--- config.mk ---
export PLATFORM = sky130hd
export DESIGN_NAME = duart_chan_regs
export DESIGN_NICKNAME = d
export VERILOG_FILES = /design/src/rtl/duart_chan_regs.sv
export SDC_FILE = /design/constraint.sdc
export NUM_CORES = 1
export LEC_CHECK = 0
export ABC_AREA = 1
export BUFFER_PORTS_ARGS = -buffer_cell sky130_fd_sc_hd__buf_2
export CAP_MARGIN = 20
export CORE_UTILIZATION = 29
export DETAILED_ROUTE_END_ITERATION = 16
export PLACE_DENSITY_LB_ADDON = 0.2
export SYNTH_ARGS = -nofsm -noshare
export SYNTH_HDL_FRONTEND = slang
export SYNTH_SLANG_ARGS = --single-unit
export TNS_END_PERCENT = 50
--- constraint.sdc ---
create_clock -name clk -period 2.5 [get_ports clk]
set_input_delay 0.125 -clock clk [delete_from_list [all_inputs] [get_ports clk]]
set_output_delay 0.125 -clock clk [all_outputs]
set_load 0.005 [all_outputs]
--- src/rtl/duart_chan_regs.sv ---
module duart_chan_regs #(
  parameter int CH = 2
) (
  input  logic            clk,
  input  logic            rst_n,
  input  logic [5:0]      bus_addr,
  input  logic            bus_we,
  input  logic            bus_re,
  input  logic [7:0]      bus_wdata,
  output logic [7:0]      bus_rdata,
  input  logic [CH-1:0]   rx_rdy,
  input  logic [CH-1:0]   tx_rdy,
  input  logic [CH-1:0]   tx_empty,
  input  logic [CH-1:0]   rx_brk_evt,
  input  logic [CH-1:0]   rx_frm_evt,
  input  logic [CH-1:0]   rx_par_evt,
  input  logic [CH-1:0]   rx_ovr_evt,
  input  logic [8*CH-1:0] rx_data,
  output logic [CH-1:0]   rx_pop,
  output logic [CH-1:0]   tx_wr,
  output logic [7:0]      tx_byte,
  output logic [CH-1:0]   rx_en,
  output logic [CH-1:0]   tx_en,
  output logic [CH-1:0]   rx_rst,
  output logic [CH-1:0]   tx_rst,
  output logic [CH-1:0]   brk_req,
  output logic [2*CH-1:0] char_len,
  output logic [CH-1:0]   par_en,
  output logic [CH-1:0]   par_odd,
  output logic [CH-1:0]   two_stop,
  output logic [8*CH-1:0] clk_sel
);
  localparam logic [1:0] OFF_MODE = 2'd0, OFF_STAT = 2'd1, OFF_CMD = 2'd2, OFF_DATA = 2'd3;
  localparam logic [2:0] OP_PTR = 3'd1, OP_RXR = 3'd2, OP_TXR = 3'd3, OP_BON = 3'd6, OP_BOFF = 3'd7;

  logic       hit;
  logic [1:0] off;
  logic       chs;
  logic [CH-1:0][7:0] mode_view, stat_view;

  assign hit = !bus_addr[4] && (bus_addr[1:0] == 2'b00);
  assign off = bus_addr[3:2];
  assign chs = bus_addr[5];

  for (genvar g = 0; g < CH; g++) begin : g_ch
    logic       sel, cmd_w;
    logic [2:0] opc;
    logic [7:0] mr1_q, mr2_q, csr_q;
    logic       ptr_q, rxe_q, txe_q, brk_q, rxr_q, txr_q, twr_q;
    logic [3:0] err_q;

    assign sel   = bus_we && hit && (chs == 1'(g));
    assign cmd_w = sel && (off == OFF_CMD);
    assign opc   = bus_wdata[6:4];

    always_ff @(posedge clk) begin
      if (!rst_n) begin
        mr1_q <= '0; mr2_q <= '0; csr_q <= '0; err_q <= '0;
        ptr_q <= 1'b0; rxe_q <= 1'b0; txe_q <= 1'b0; brk_q <= 1'b0;
        rxr_q <= 1'b0; txr_q <= 1'b0; twr_q <= 1'b0;
      end else begin
        rxr_q <= cmd_w && (opc == OP_RXR);
        txr_q <= cmd_w && (opc == OP_TXR);
        twr_q <= sel && (off == OFF_DATA);
        if (sel && off == OFF_MODE) begin
          if (ptr_q) mr2_q <= bus_wdata;
          else       mr1_q <= bus_wdata;
          ptr_q <= 1'b1;
        end
        if (sel && off == OFF_STAT) csr_q <= bus_wdata;
        if (cmd_w && opc == OP_RXR)
          err_q <= '0;
        else
          err_q <= err_q | {rx_brk_evt[g], rx_frm_evt[g], rx_par_evt[g], rx_ovr_evt[g]};
        if (cmd_w) begin
          if (opc == OP_PTR) ptr_q <= 1'b0;
          if (opc == OP_RXR || bus_wdata[1]) rxe_q <= 1'b0;
          else if (bus_wdata[0])             rxe_q <= 1'b1;
          if (opc == OP_TXR || bus_wdata[3]) txe_q <= 1'b0;
          else if (bus_wdata[2])             txe_q <= 1'b1;
          if (opc == OP_TXR || opc == OP_BOFF) brk_q <= 1'b0;
          else if (opc == OP_BON)              brk_q <= 1'b1;
        end
      end
    end

    assign mode_view[g]      = ptr_q ? mr2_q : mr1_q;
    assign stat_view[g]      = {err_q, tx_empty[g], tx_rdy[g], 1'b0, rx_rdy[g]};
    assign rx_en[g]          = rxe_q;
    assign tx_en[g]          = txe_q;
    assign rx_rst[g]         = rxr_q;
    assign tx_rst[g]         = txr_q;
    assign tx_wr[g]          = twr_q;
    assign brk_req[g]        = brk_q;
    assign char_len[2*g +: 2] = mr1_q[1:0];
    assign par_odd[g]        = mr1_q[2];
    assign par_en[g]         = (mr1_q[4:3] != 2'b10);
    assign two_stop[g]       = mr2_q[3];
    assign clk_sel[8*g +: 8] = csr_q;
    assign rx_pop[g]         = bus_re && hit && (chs == 1'(g)) && (off == OFF_DATA);
  end

  always_ff @(posedge clk) begin
    if (!rst_n) tx_byte <= '0;
    else if (bus_we && hit && off == OFF_DATA) tx_byte <= bus_wdata;
  end

  always_comb begin
    bus_rdata = '0;
    if (hit) begin
      case (off)
        OFF_MODE: bus_rdata = mode_view[chs];
        OFF_STAT: bus_rdata = stat_view[chs];
        OFF_DATA: bus_rdata = rx_data[8*chs +: 8];
        default:  bus_rdata = '0;
      endcase
    end
  end
endmodule

Word level (Yosys, flattened, before mapping)
Index checks and enable logic that the tools add are counted.
Cells by class
  equal/unequal tests: 10
  magnitude comparators: 1
  shifts and indexed selects: 1
  muxes and demuxes: 20
  reduce and logical (&&, ||, !) cells: 43
  bitwise logic cells: 6
Operators with widths (count)
  8-bit two-way mux: 7
  8-bit one-hot mux with 3 select lines: 1
  1-bit logical AND: 22
  2-bit AND reduction: 10
  16-bit by 5-bit variable part select with 8-bit output: 1
  1-bit two-way mux: 12
  4-bit OR: 2
  3-bit by 2-bit equality test with 1-bit output (second input constant): 2
  3-bit equality test (second input constant): 2
  2-bit nonzero test: 3
  2-bit equality test (second input constant): 2
  2-bit logical NOT: 2
  2-bit != test (second input constant): 2
  1-bit inverter: 4
  2-bit OR reduction: 2
  3-bit by 1-bit equality test with 1-bit output (second input constant): 1
  1-bit logical OR: 3
  2-bit by 1-bit equality test with 1-bit output (second input constant): 1
  1-bit by 2-bit less-than comparator with 1-bit output (second input constant): 1
  1-bit logical NOT: 1
Word-level totals
  word-level logic and storage cells: 104
  register bits: 78
  output and inout port bits: 56
  input port bits: 48

Depth between registers and ports, before layout
Gate-level depths: netlist of the first run.
  word-level depth: 8
  mapped depth: 9

Worst setup path before layout of the first run
Ideal clock, no wire load.
  kind: register to register
  start point: register g_ch[0].ptr_q
  end point: register g_ch[0].mr2_q[7]
  library setup time: 115 ps
  setup slack: 1311 ps
  clock period less this slack: 1189 ps
  cell stages (with the launch flop): 7
  data required time: 2385 ps
  arrival: 1074 ps
  cell sequence: dfxtp_1 -> buf_2 -> buf_2 -> clkbuf_1 -> nand3_1 -> nand2_1 -> nor2_1
On the way
  longest elaborated chain between the ends: 1
Ends and longest elaborated chain
  from (decl): line 49  | logic ptr_q, rxe_q, txe_q, brk_q, rxr_q, txr_q, twr_q;
  from (signal assigned): line 59  | ptr_q <= 1'b0; rxe_q <= 1'b0; txe_q <= 1'b0; brk_q <= 1'b0;
  from (signal assigned): line 68  | ptr_q <= 1'b1;
  from (signal assigned): line 76  | if (opc == OP_PTR) ptr_q <= 1'b0;
  2-bit AND reduction (no line)
  to (signal assigned): line 66  | if (ptr_q) mr2_q <= bus_wdata;
  to (decl): line 48  | logic [7:0] mr1_q, mr2_q, csr_q;
Every way passes these cells.
A chain may end at the register's enable or synchronous reset.

Worst setup path after layout of the first run
  start point: register g_ch[1].ptr_q
  end point: output port bus_rdata[2]
On the way
  longest elaborated chain between the ends: 5
Ends and longest elaborated chain
  from (decl): line 49
  from (signal assigned): line 59
  from (signal assigned): line 68
  from (signal assigned): line 76
  8-bit two-way mux: line 87  | assign mode_view[g] = ptr_q ? mr2_q : mr1_q;
  8-bit two-way mux (not written as such) (2 in a row): line 112  | OFF_MODE: bus_rdata = mode_view[chs];
  8-bit one-hot mux with 3 select lines: line 111  | case (off)
  8-bit two-way mux: line 110  | if (hit) begin
  to (decl): line 10  | output logic [7:0] bus_rdata,
Every way passes these cells. The select of a mux whose other input is x is not followed.

==> results of run 1 <==
[how the worst max path moves through the flow]
stage	from	endpoint	slack (ns)	cells past startpoint
5_1_grt	g_ch[1].ptr_q	bus_rdata[6]	0.36	6
2_1_floorplan	g_ch[0].ptr_q	g_ch[0].mr2_q[7]	1.31	6
4_1_cts	g_ch[1].ptr_q	bus_rdata[7]	0.61	6
3_5_place_dp	bus_addr[5]	g_ch[0].mr1_q[1]	0.54	7
6_report	g_ch[1].ptr_q	bus_rdata[2]	0.60	6
3_3_place_gp	bus_addr[5]	g_ch[0].mr1_q[4]	0.61	7
[state kept, by name, summed over array words and instances, names as in the netlist]
signal	count
g_ch.brk_q	2
g_ch.csr_q	16
g_ch.err_q	8
g_ch.mr1_q	16
g_ch.mr2_q	16
g_ch.ptr_q	2
g_ch.rxe_q	2
g_ch.rxr_q	2
g_ch.twr_q	2
g_ch.txe_q	2
g_ch.txr_q	2
tx_byte	8
[through the flow]
stage                     total power, W  std cells  util, %
after floorplan                 0.001427        564        -
after global placement          0.001517        794    33.64
after global routing            0.002966        810    36.03
after detailed placement        0.001520        794    33.64
final                           0.002843        810    36.03
after CTS                       0.002877        810    36.03
[area by class of cell]
type / instances / area [µm²] / area share (%)
clock buffer: 9 / 225.2 / 4.894
clock inverter: 7 / 80.08 / 1.740
inverter: 29 / 111.4 / 2.420
multi-input combinational: 406 / 1848 / 40.16
sequential: 78 / 1562 / 33.93
tap: 172 / 215.2 / 4.676
timing repair buffer: 109 / 560.5 / 12.18
[cells in the mapped netlist, drive strengths merged]
cell	count	share of area, %
clkbuf	10	0.98
inv	29	2.9
nor2	126	14
nand3b	1	0.52
o21ai	36	4.7
nand4	3	1.3
o211ai	2	0.39
a22oi	1	0.20
nor3	24	3.3
dfxtp	78	41
buf	41	7.5
nand2	120	12
a21oi	47	6.1
nand3	46	6.0
[worst min-delay path, cell delays in order]
cell and delay (ns):
buf_2 0.08, nor2_1 0.03, nor2_1 0.08
[routing by layer]
metal  GRT usage (%)  part of all wire [%]
met2           24.94                    44
met1           22.41                    48
met4           5.148                   1.4
met5               0                     0
met3           3.347                   6.1
[kinds of logic after synthesis]
kind of cell / after synthesis
simple gates: 320
flops: 78
compound gates: 86
buf+inv: 80
[power by group]
group          internal [W]  switching (W)
Combinational     0.0000747       0.000151
Sequential          0.00126     0.00000786
Clock              0.000789       0.000563
Total               0.00212       0.000721
==> key figures, run 1 <==
Drt
  – WL final: 10650 µm
  – DRC violations left: 0
  – DR iter-0 viols: 212
  – Routed vias/inst: 4.622
  – Routed Antenna Nets: 0
  – Average wire per standard cell: 13.15 µm
  – Vias: 3744
  – DRT Pass-1 Iters: 4

Worst setup path
  – Max stage delay on crit path: 0.52 ns
  – Critical Path RT: 2.38 ns
  – Critical path's top delay family: buffers and inverters
  – Setup crit start kind: flop
  – CP Buf/Inv Count: 2
  – Arr. time, crit path: 1.77 ns
  – Reg-to-reg startpoint: g_ch[1].ptr_q
  – Cell repeated most along the worst path: nand2_1
  – CP Cell Sequence: inv_1 > o21ai_0 > nand2_1 > nand2_1 > a21oi_1 > buf_2
  – RR Endpoint: g_ch[1].mr1_q[4]
  – Type of the worst setup path: reg2out
  – Slowest cell on crit path: inv_1
  – Flop2flop setup slack: 1.29 ns
  – FF-to-FF path depth: 4
  – Critical path endpoint category: output port
  – Crit-path max FO: 25

Synth
  – Post-Synth XOR/XNOR Area: 0%
  – Proportion of synthesized area in mux cells: 0%
  – Mapped Area: 0.003847 mm²
  – Yosys warns: 0
  – Cell variety after synth: 25
  – Mapped Avg Cell Area: 6.822 µm²
  – Post-synthesis simple-gate area fraction: 36.65%
  – Largest family of logic cells by synthesized area: simple AND/OR/NAND/NOR gates
  – Mapped Cells: 564
  – FF+latch count, synth: 78
  – Post-synthesis sequential area ratio: 40.59%
  – Compound-Gate Fraction of Synth Area: 11.38%
  – Adder-cell share of the synthesized area: 0%
  – Syn nets: 612

Layout
  – Area Growth Syn to Fin: 19.61%
  – # fillers: 1415
  – Layout net count: 681
  – Final instance area: 0.004602 mm²
  – Layout cells sized above 1: 22.73%
  – Most common cell after layout, fill and taps aside: nand2_1
  – Most frequent cells in the layout: 119 x nand2_1, 116 x nor2_1, 103 x buf_2
  – N_diodes: 0

Clock tree
  – H-tree levels: 3
  – TritonCTS clock tree: yes
  – Clk sinks: 78
  – CTS buffer count: 9
  – Postcts setup bufs: 0
  – Clk_lat worst skew: 0.34 ns
  – Post-CTS sizing: 0
  – Worst-path clk slew: 0.06 ns
  – CTS Buffer Depth: 2
  – Hold_buf cts: 0
  – Root Buffer: clkbuf_16

Global route
  – Vias in the first global route: 3332
  – GRT Overall Usage: 16.13%
  – Largest net degree at the start of global routing: 44
  – First-pass GRT wire length: 16840 µm
  – Remaining Overflow, GRT: 0
  – Antenna violations before repair: 0

Timing
  – Final TNS setup: 0 ns
  – RSZ-0062 raised after global routing: no
  – Slew Viols, Final: 0
  – Setup Viol. Count Final: 0
  – Hold slack: 0.009031 ns
  – Final setup margin: 0.6004 ns
  – Period utilization: 75.98%
  – Slew HR: 52.31%
  – FMAX: 526.4 MHz
  – Measured slew at the worst slew-check pin: 0.7154 ns
  – Skew final: 0.004907 ns
  – Final Hold Violating Endpoints: 0
  – Tmin final: 1.900 ns

Floorplanning
  – Die height: 117.2 µm
  – Die Span X: 117.2 µm
  – Initial Util: 30.12%
  – Row count: 41
  – Area of the core: 0.01277 mm²
  – DIE AREA: 0.01373 mm²
  – Top Ports: 104

Hold path
  – Hold Path Class: in2reg
  – Hold path cells: 3
  – Hold path endpoint: g_ch[1].err_q[0]
  – Hold path startpoint: rx_ovr_evt[1]

Run
  – Max-Cap Viols: 0

Place
  – Placer's final routability congestion estimate: 0.7729
  – DP HPWL: 7658 µm
  – Placed cell area: 0.004297 mm²
  – Port Buf Inserts: 103
  – Place WS: 0.5364 ns

Run status
  – Status: finished clean

Power
  – Leak: 2.133 nW
  – Pwr dens: 617.8 mW/mm²
  – Maximum vdd drop: 253.7 µV
(Power assumes the default switching activity.)
==> inputs of run 2 (changes only) <==
ABC_AREA = 0   (was 1)
clock period = 1.7 ns   (was 2.5 ns; I/O delays follow)
==> run 2 against run 1 <==
Effect of this change:
- via count down 20%
- clock skew down 0.00064 ns
- count of clock-buffer cells in the layout unchanged
- largest cell class unchanged
==> key figures, run 2 <==
Layout
  – Area Growth Syn to Fin: 29.83%
  – Biggest regs: g_ch.csr_q x16, g_ch.mr1_q x16, g_ch.mr2_q x16
  – Layout cells sized above 1: 41.01% (+18 points)
  – Layout net count: 516 (-24%)
  – N_diodes: 0 (unchanged)
  – Most common cell after layout, fill and taps aside: buf_2
  – Most frequent cells in the layout: 103 x buf_2, 77 x dfxtp_1, 70 x nand2_1

Synth
  – Syn nets: 419 (-32%)
  – Synth top area share: 42.74% (+2.2 points)
  – Leading cell type by number of instances after synthesis: dfxtp_1
  – Top_reg_cell synth: dfxtp_1
  – Post-synth top cells: 78 x dfxtp_1, 70 x nand2_1, 56 x mux2i_1
  – Largest cells by area after synthesis: dfxtp_1 43%, mux2i_1 15%, mux2_2 9.6%
  – Mapped Cells: 371 (-34%)
  – FF+latch count, synth: 78 (unchanged)
  – Cell variety after synth: 39 (+56%)
  – EDFF count, synth: 0 (unchanged)
  – Yosys warns: 0 (unchanged)
  – Post-synth ARST share: 0% (unchanged)
  – Post-synthesis sequential area ratio: 42.74% (+2.2 points)
  – Synth area leader: dfxtp_1
  – Mapped Area: 0.003654 mm² (-5.0%)
  – Mapped Avg Cell Area: 9.848 µm² (+44%)

Power
  – Logic pwr share: 8.5% (+0.6 points)
  – Leak: 2.081 nW (-2.4%)
  – Total power: 0.004115 W (+45%)
  – Clock Power Share: 46.5% (-1.1 points)
  – Maximum vdd drop: 402.2 µV (+59%)
  – Sequential group share of total power: 45.1% (+0.6 points)
  – Internal: 0.003037 W (+43%)
  – NetSw: 0.001078 W (+49%)
  – Pwr dens: 867.6 mW/mm² (+40%)
  – Sw Ratio: 26.19% (+0.83 points)

Worst setup path
  – Critical path's top delay family: flip-flops
  – Max stage delay on crit path: 0.34 ns (-0.18 ns)
  – Slowest cell on crit path: dfxtp_2
  – Setup crit start kind: flop
  – CP Cell Sequence: buf_12 > mux2_4 > a22oi_2 > a21oi_2 > buf_2
  – CP Buf/Inv Count: 2 (unchanged)
  – Critical path endpoint category: output port
  – Type of the worst setup path: reg2out
  – Critical Path RT: 1.62 ns (-0.76 ns)
  – Arr. time, crit path: 1.61 ns (-0.16 ns)
  – Crit-path max FO: 11 (-56%)

Floorplanning
  – Die Span X: 114.2 µm (-2.5%)
  – Row count: 40 (-2.4%)
  – DIE AREA: 0.01305 mm² (-5.0%)
  – Area of the core: 0.01216 mm² (-4.8%)
  – Die height: 114.2 µm (-2.5%)
  – Top Ports: 104 (unchanged)
  – Initial Util: 30.04% (-0.079 points)

Clock tree
  – Clk sinks: 78 (unchanged)
  – H-tree levels: 3 (unchanged)
  – Postcts setup bufs: 0 (unchanged)
  – Worst-path clk slew: 0.07 ns (about the same)
  – CTS Buffer Depth: 2 (unchanged)
  – Clk_lat worst skew: 0.34 ns (about the same)
  – CTS buffer count: 9 (unchanged)
  – Root Buffer: clkbuf_16
  – TritonCTS clock tree: yes

Place
  – DP HPWL: 7392 µm (-3.5%)
  – Port Buf Inserts: 103 (unchanged)
  – Place WS: 0.1080 ns (-0.4284 ns)
  – Placer's final routability congestion estimate: 0.7871 (+1.8%)

Drt
  – Vias: 3008 (-20%)
  – DR top layer: met4
  – Average wire per standard cell: 16.13 µm (+23%)
  – Routed vias/inst: 4.693 (+1.5%)
  – Metal1 wirelength: 4827 µm (-6.4%)
  – DR iter-0 viols: 162 (-24%)
  – Routed Antenna Nets: 0 (unchanged)
  – WL final: 10340 µm (-2.9%)
  – DRT Pass-1 Iters: 4 (unchanged)
  – Routed length on met3: 563 µm (-13%)
  – WL met2: 4880 µm (+3.9%)
  – DRC violations left: 0 (unchanged)

Timing
  – Tmin final: 1.698 ns
  – Setup Viol. Count Final: 0 (unchanged)
  – Final Hold Violating Endpoints: 0 (unchanged)
  – Final setup margin: 0.001680 ns (-0.5987 ns)
  – RSZ-0062 raised after global routing: yes
  – Skew final: 0.004271 ns (-0.0006355 ns)
  – Period utilization: 99.90%
  – Slew Viols, Final: 0 (unchanged)
  – Slew HR: 68.32% (+16 points)
  – Measured slew at the worst slew-check pin: 0.4742 ns (-0.2412 ns)
  – FMAX: 588.8 MHz

Hold path
  – Hold Path Class: in2reg

Global route
  – Largest net degree at the start of global routing: 70 (+59%)
  – GRT Overall Usage: 16.66% (+0.53 points)
  – First-pass GRT wire length: 16240 µm (-3.6%)
  – Antenna violations before repair: 0 (unchanged)
  – Vias in the first global route: 2925 (-12%)
  – Remaining Overflow, GRT: 0 (unchanged)

Run
  – Max-Cap Viols: 0 (unchanged)

Run status
  – Status: finished clean
-- run 2: kinds of logic after synthesis --
group           synth area share, %
mux                           24.90
buf+inv                       7.911
compound gates                9.178
flops                         42.74
simple gates                  15.27
-- run 2: path summary, 6_finish.rpt --
check	slack, ns	to	startpoint	cells after the start
max	0.002	bus_rdata[3]	g_ch[1].ptr_q	5
min	0.02	g_ch[0].brk_q	bus_wdata[4]	2
max reg2reg	0.55	g_ch[1].mr1_q[3]	g_ch[1].ptr_q	4
min reg2reg	0.46	tx_byte[0]	tx_byte[0]	2
-- run 2: power groups by stage --
stage               Combinational (W)  Sequential [W]  Clock (W)
finish                       0.000348         0.00186    0.00191
global route                 0.000379         0.00186    0.00206
CTS                          0.000349         0.00186    0.00195
detailed placement           0.000324         0.00190          0
global placement             0.000321         0.00190          0
floorplan                    0.000165         0.00189          0
-- run 2: stage by stage --
step	setup TNS, ns	cell area [µm²]	hold WS, ns	util [%]	std cells
floorplan	0	3654	0.1952	-	371
detailed placement	0	4270	0.2959	35.11	617
finish	0	4743	0.01560	39.00	641
global placement	0	4270	0.2852	35.11	617
global route	-0.2630	4743	0.01581	39.00	641
CTS	-0.08733	4707	0.01212	38.70	641
-- run 2: worst register-to-register path, delay by kind of cell (launching register included) --
family	cells	cell delay (ns)
DFF	1	0.33
muxes	1	0.21
buffers and inverters	2	0.36
and+or+nand+nor	1	0.18
-- run 2: cell type report --
cell class,instances,area (µm²)
tap,168,210.2
clock inverter,7,73.82
multi-input combinational,248,1892
timing repair buffer,129,772.0
sequential,78,1563
fill,1239,7418
clock buffer,9,225.2
inverter,2,7.507
-- run 2: timing repair --
action / CTS / global route
resized for setup: 13 / 10
cloned: 0 / 0
setup endpoints to repair: 8 / 8
hold buffers: 8 / 0
pin swaps: 6 / 8
endpoints found under the hold margin: 8 / 0
-- run 2: routing by layer --
layer | global-route usage [%] | up-vias
li1 | - | 1478
met1 | 21.67 | 1444
met2 | 27.31 | 79
met3 | 5.029 | 7
met4 | 3.377 | 0
met5 | 0 | -
